## config.mk

```make
export PLATFORM = sky130hd
export DESIGN_NAME = strap_pin_ctrl
export DESIGN_NICKNAME = d
export VERILOG_FILES = /design/src/rtl/strap_pin_pkg.sv /design/src/rtl/spc_reset_sync.sv /design/src/rtl/spc_bit_sync.sv /design/src/rtl/spc_strap_latch.sv /design/src/rtl/spc_nmi_edge.sv /design/src/rtl/strap_pin_ctrl.sv
export SDC_FILE = /design/constraint.sdc
export NUM_CORES = 1
export LEC_CHECK = 0
export BUFFER_PORTS_ARGS = -buffer_cell sky130_fd_sc_hd__clkbuf_2
export CORE_UTILIZATION = 37
export DETAILED_ROUTE_END_ITERATION = 12
export PLACE_DENSITY_LB_ADDON = 0.2
export SYNTH_ARGS = -nofsm -noshare
export SYNTH_HDL_FRONTEND = slang
export SYNTH_SLANG_ARGS = --single-unit
```

## constraint.sdc

```tcl
create_clock -name clk -period 0.8 [get_ports clk]
set_input_delay 0.08 -clock clk [delete_from_list [all_inputs] [get_ports clk]]
set_output_delay 0.08 -clock clk [all_outputs]
set_load 0.01 [all_outputs]
```

## src/rtl/strap_pin_pkg.sv

```systemverilog
package strap_pin_pkg;

   // Function of the shared lock/GPIO pin once strap capture is complete
   typedef enum logic [1:0] {
      PIN_FN_LOCK     = 2'b00,
      PIN_FN_GPIO_IN  = 2'b01,
      PIN_FN_GPIO_OUT = 2'b10,
      PIN_FN_GPIO_OFF = 2'b11
   } pin_fn_e;

   localparam int unsigned MIN_SYNC_STAGES = 2;

endpackage

```

## src/rtl/spc_reset_sync.sv

```systemverilog
module spc_reset_sync #(
   parameter int unsigned STAGES = 2
) (
   input  logic clk,
   input  logic arst_n,
   output logic rst_sync_n
);

   logic [STAGES-1:0] chain_q;

   // immediate assertion, release shifted through STAGES flops
   always_ff @(posedge clk or negedge arst_n) begin
      if (!arst_n) chain_q <= '0;
      else         chain_q <= {chain_q[STAGES-2:0], 1'b1};
   end

   assign rst_sync_n = chain_q[STAGES-1];

endmodule

```

## src/rtl/spc_bit_sync.sv

```systemverilog
module spc_bit_sync #(
   parameter int unsigned STAGES = 2
) (
   input  logic clk,
   input  logic d,
   output logic q
);

   // left free-running so the chain already carries the pin level during reset
   logic [STAGES-1:0] ff_q;

   always_ff @(posedge clk) begin
      ff_q <= {ff_q[STAGES-2:0], d};
   end

   assign q = ff_q[STAGES-1];

endmodule

```

## src/rtl/spc_strap_latch.sv

```systemverilog
module spc_strap_latch #(
   parameter int unsigned MODE_W        = 4,
   parameter int unsigned SHARED_IDX    = 2,
   parameter bit          WRITE_PATH_EN = 1'b1
) (
   input  logic              clk,
   input  logic              rst_n,
   input  logic [MODE_W-2:0] ded_straps,
   input  logic              shared_lvl,
   input  logic              pinit_lvl,
   input  logic              wr_en,
   input  logic [MODE_W-1:0] wr_mode,
   input  logic              wr_pll_en,
   output logic [MODE_W-1:0] op_mode,
   output logic              pll_en,
   output logic              armed
);

   logic [MODE_W-1:0] merged;
   logic              wr_hit;

   // splice the shared pin level into the dedicated strap word
   for (genvar i = 0; i < MODE_W; i++) begin : g_merge
      if (i < SHARED_IDX) begin : g_lo
         assign merged[i] = ded_straps[i];
      end else if (i == SHARED_IDX) begin : g_sh
         assign merged[i] = shared_lvl;
      end else begin : g_hi
         assign merged[i] = ded_straps[i-1];
      end
   end

   if (WRITE_PATH_EN) begin : g_wr
      assign wr_hit = wr_en;
   end else begin : g_no_wr
      assign wr_hit = 1'b0;
   end

   // first edge with armed low after release is the capture edge
   always_ff @(posedge clk or negedge rst_n) begin
      if (!rst_n) begin
         op_mode <= '0;
         pll_en  <= 1'b0;
         armed   <= 1'b0;
      end else if (!armed) begin
         op_mode <= merged;
         pll_en  <= pinit_lvl;
         armed   <= 1'b1;
      end else if (wr_hit) begin
         op_mode <= wr_mode;
         pll_en  <= wr_pll_en;
      end
   end

endmodule

```

## src/rtl/spc_nmi_edge.sv

```systemverilog
module spc_nmi_edge (
   input  logic clk,
   input  logic rst_n,
   input  logic enable,
   input  logic lvl,
   output logic pulse
);

   logic prev_q;
   logic valid_q;

   // history is only trusted once a sample has been taken while enabled
   always_ff @(posedge clk or negedge rst_n) begin
      if (!rst_n) begin
         prev_q  <= 1'b1;
         valid_q <= 1'b0;
      end else if (enable) begin
         prev_q  <= lvl;
         valid_q <= 1'b1;
      end else begin
         valid_q <= 1'b0;
      end
   end

   assign pulse = enable & valid_q & prev_q & ~lvl;

endmodule

```

## src/rtl/strap_pin_ctrl.sv

```systemverilog
module strap_pin_ctrl
   import strap_pin_pkg::*;
#(
   parameter int unsigned MODE_W        = 4,
   parameter int unsigned SHARED_IDX    = 2,
   parameter int unsigned SYNC_STAGES   = 2,
   parameter bit          WRITE_PATH_EN = 1'b1
) (
   input  logic              clk,
   input  logic              rst_pin_n,
   input  logic [MODE_W-2:0] mode_straps_i,
   input  logic              dual_pin_i,
   output logic              dual_pin_o,
   output logic              dual_pin_oe,
   input  logic              pinit_nmi_i,
   input  logic              pll_locked_i,
   input  logic [1:0]        gpio_cfg_i,
   input  logic              gpio_dout_i,
   output logic              gpio_din_o,
   input  logic              wr_en_i,
   input  logic [MODE_W-1:0] wr_mode_i,
   input  logic              wr_pll_en_i,
   output logic [MODE_W-1:0] op_mode_o,
   output logic              pll_en_o,
   output logic              nmi_pulse_o
);

   if (SYNC_STAGES < MIN_SYNC_STAGES) begin : g_bad_sync
      $error("strap_pin_ctrl: SYNC_STAGES below minimum");
   end
   if (MODE_W < 2) begin : g_bad_width
      $error("strap_pin_ctrl: MODE_W must be at least 2");
   end
   if (SHARED_IDX >= MODE_W) begin : g_bad_idx
      $error("strap_pin_ctrl: SHARED_IDX outside mode word");
   end

   logic    rst_sync_n;
   logic    dual_sync;
   logic    nmi_sync;
   logic    armed;
   pin_fn_e pin_fn;

   spc_reset_sync #(.STAGES(SYNC_STAGES)) u_rst_sync (
      .clk        (clk),
      .arst_n     (rst_pin_n),
      .rst_sync_n (rst_sync_n)
   );

   spc_bit_sync #(.STAGES(SYNC_STAGES)) u_dual_sync (
      .clk (clk),
      .d   (dual_pin_i),
      .q   (dual_sync)
   );

   spc_bit_sync #(.STAGES(SYNC_STAGES)) u_nmi_sync (
      .clk (clk),
      .d   (pinit_nmi_i),
      .q   (nmi_sync)
   );

   spc_strap_latch #(
      .MODE_W        (MODE_W),
      .SHARED_IDX    (SHARED_IDX),
      .WRITE_PATH_EN (WRITE_PATH_EN)
   ) u_latch (
      .clk        (clk),
      .rst_n      (rst_sync_n),
      .ded_straps (mode_straps_i),
      .shared_lvl (dual_sync),
      .pinit_lvl  (nmi_sync),
      .wr_en      (wr_en_i),
      .wr_mode    (wr_mode_i),
      .wr_pll_en  (wr_pll_en_i),
      .op_mode    (op_mode_o),
      .pll_en     (pll_en_o),
      .armed      (armed)
   );

   spc_nmi_edge u_nmi (
      .clk    (clk),
      .rst_n  (rst_sync_n),
      .enable (armed),
      .lvl    (nmi_sync),
      .pulse  (nmi_pulse_o)
   );

   assign pin_fn = pin_fn_e'(gpio_cfg_i);

   // shared pad: input-only strap until armed, then the selected function
   always_comb begin
      dual_pin_oe = 1'b0;
      dual_pin_o  = 1'b0;
      gpio_din_o  = 1'b0;
      if (armed) begin
         case (pin_fn)
            PIN_FN_LOCK: begin
               dual_pin_oe = 1'b1;
               dual_pin_o  = pll_locked_i;
            end
            PIN_FN_GPIO_OUT: begin
               dual_pin_oe = 1'b1;
               dual_pin_o  = gpio_dout_i;
            end
            PIN_FN_GPIO_IN: begin
               gpio_din_o  = dual_sync;
            end
            default: begin
            end
         endcase
      end
   end

endmodule

```

==> results.cfg <==
[worst_setup_path]
path_common_cell = and2b_1
worst_setup_path_start_kind = flip-flop
worstReg2RegEnd = u_latch.op_mode[1]$_DFFE_PN0P_
ff2ff_path_depth = 6
critPathKind = reg2out
slowest_delay_ns = 0.40
crit_buf_inv = 1
r2r_setup_slack_ns = -0.33
arrival_ns = 1.09
cp_top_family = flip-flops
critPathSlowestCell = dfrtp_1
cp_cell_sequence = and2b_1, and2b_1, clkbuf_2
end_kind = primary output
critPathMaxFanout = 3
r2r_start = u_latch.armed$_DFF_PN0_
crit_required_ns = 0.72

[cells_and_area]
areaGrowthSynthToFinish_pct = 53.4
finalNetCount = 94
instances_no_fill = 90
nFillCells = 92
register_area_sq_um = 332
drive_above_1_share_pct = 55.3
diodes = 0
multi_input_area_sq_um = 185
fin_util_pct = 65.7

[clock_network]
clock_path_buffers = 2
htree_num_levels = 1
tritoncts = done
cts_root_buf = clkbuf_4
clock_sinks = 14
clk_pin_slew_worst_paths_ns = 0.08
cts_made_buffers = 3
insertion_delay_ns = 0.27

[flow_run]
drv_cap = 0

[synth]
post-synth-top-area-cell = dfrtp_1
syn_area_sq_um = 508
synth-seq-cells = 14
ys_types = 11
netlist_instances = 38
synth-edff-count = 0
yosysMostFrequentCell = dfrtp_1
yosysSeqAreaShare_pct = 65.3
ys_warn_count = 0
synthTopCellsByCount = 9 x dfrtp_1, 6 x mux2i_1, 5 x a21oi_1, 5 x nor2_1, 4 x dfxtp_1
async_reset_ff_share_pct = 71.4
synth_area_leaders = dfrtp_1 44%, dfxtp_1 16%, mux2i_1 12%, dfstp_2 5.2%, a21oi_1 4.9%
synth_flop_cell = dfrtp_1
yosysTopAreaCellShare_pct = 44.3
syn_avg_cell_area_sq_um = 13.4

[placement]
gp_congestion = 0.717
port_buffers = 25
place_inst = 78
hpwl_microns = 649

[power]
seqPwrFrac_pct = 56.5
p_sw_mw = 0.315
max-vdd-ir-drop_mv = 1.26
p_comb_share_pct = 15.4
power_per_cell_area_nw_per_um2 = 1780
p_sw_share_pct = 22.6
internal-power_mw = 1.08
p_leak_nw = 0.406
p_clk_share_pct = 28.1

[die]
die_area_sq_um = 1530
ios = 26
start_util_pct = 42.8
num_rows = 12
die_w_microns = 39.1
die_h_microns = 39.1
core-area_sq_um = 1190

[global_routing]
grt_pass1_wl_mm = 1.38
grt_max_degree = 10
grt_overflow_total = 0
grt.met3_usage_pct = 5.20
grt_use_met1_pct = 14.1
grt_pass1_vias = 377
use_met2_pct = 24.6
antenna_found_initial = 0
grtUsageTotal_pct = 14.4
grt.busiest_layer = met2

[sta]
setup_tns_ns = -3.59
fin_skew_ns = 0.00647
hold_violations = 0
setup_ws_ns = -0.372
whs_ns = 0.0409
fin_crit_ns = 1.17
setup_viol = 16
fmax_ghz = 0.853
fin_crit_sh_pct = 147
rsz0062_at_grt = true
finalMaxSlewViolations = 0

[min_path]
min_path_type = in2reg
holdPathEnd = u_latch.op_mode[1]$_DFFE_PN0P_
hp-start = mode_straps_i[1]
holdPathStages = 3

[drt]
detail-route-antenna-nets = 0
wl_per_cell_microns = 9.71
drt-initial-drc-count = 5
dr.pass1.iters = 2
via_per_inst = 4.52
totalWireLength_microns = 874
post-route-drc-count = 0
vias = 407

[outcome]
status = finished, violations left
violations = setup timing
[how the worst max path moves through the flow]
stage / from / to / slack (ns) / depth (start not counted)
global placement: u_latch.armed$_DFF_PN0_ / dual_pin_o / -0.12 / 3
detailed placement: u_latch.armed$_DFF_PN0_ / dual_pin_o / -0.14 / 3
finish: u_latch.armed$_DFF_PN0_ / dual_pin_o / -0.37 / 3
floorplan: u_latch.armed$_DFF_PN0_ / dual_pin_o / -0.08 / 2
CTS: u_latch.armed$_DFF_PN0_ / dual_pin_o / -0.40 / 3
global route: u_latch.armed$_DFF_PN0_ / dual_pin_o / -0.44 / 3
[routing by layer]
metal  share of wire, %  vias up
met2                 52        9
met4               0.92        0
met1                 43      193
li1                   -      203
met3                3.8        2
met5                  0        -
[timing repair]
item / CTS / global route
hold endpoints to repair: 4 / 0
buffers inserted: 4 / 1
gates resized for setup: 4 / 9
hold buffers: 3 / 0
endpoints found under the setup margin: 15 / 16
pin swaps: 2 / 1
cloned: 0 / 0
[placed cells by master (no fill, tap or decap)]
cell type      synthesis  layout
clkbuf_2               0      23
dfrtp_1                9       9
mux2i_1                6       6
a21oi_1                5       5
buf_4                  0       5
dfxtp_1                4       4
nor2_4                 0       3
clkbuf_4               0       3
dlygate4sd3_1          0       3
and4b_1                2       2
and2b_1                2       2
nor2_2                 0       2
buf_2                  0       2
conb_1                 1       2
mux2_2                 1       1
clkbuf_1               0       1
buf_8                  0       1
buf_6                  2       1
dfstp_2                1       1
[through the flow]
| step | setup slack (ns) | total power, mW | instance area (sq um) |
|---|---|---|---|
| global route | -0.438 | 1.48 | 779 |
| detailed placement | -0.138 | 0.966 | 647 |
| CTS | -0.400 | 1.39 | 746 |
| finish | -0.372 | 1.39 | 779 |
| global placement | -0.116 | 0.962 | 647 |
| floorplan | -0.0778 | 0.885 | 512 |
[flip-flops by register name (all words and copies together), names as in the netlist]
name	count
u_rst_sync.chain_q	2
u_nmi.valid_q	1
u_dual_sync.ff_q	2
u_nmi_sync.ff_q	2
u_nmi.prev_q	1
u_latch.pll_en	1
u_latch.op_mode	4
u_latch.armed	1
[power by group through the flow]
stage                     Sequential (mW)  Combinational [mW]  Clock (mW)
final                               0.785               0.215       0.391
after global routing                0.792               0.236       0.455
after CTS                           0.786               0.198       0.405
after detailed placement            0.802               0.163           0
after global placement              0.800               0.162           0
after floorplan                     0.809              0.0760           0
[kinds of logic after synthesis]
logic type / after synthesis / share of synthesized area [%]
mux: 7 / 14.0
flops: 14 / 65.3
other cells: 1 / 0.738
simple gates: 9 / 10.6
compound gates: 5 / 4.93
buf+inv: 2 / 4.43
[worst register-to-register path, stage by stage, from the launching register on]
cell,delay (ns)
dfrtp_1,0.40
buf_4,0.14
buf_4,0.12
buf_6,0.11
buf_8,0.13
nor2_4,0.09
a21oi_1,0.04
[area by class of cell]
type / instances / share of cell area, %
Multi-Input combinational cell: 23 / 23.8
Tap cell: 14 / 2.25
Clock buffer: 4 / 3.37
Timing Repair Buffer: 35 / 28.1
Sequential cell: 14 / 42.5
No activity file was read; power rests on OpenSTA's default activity.
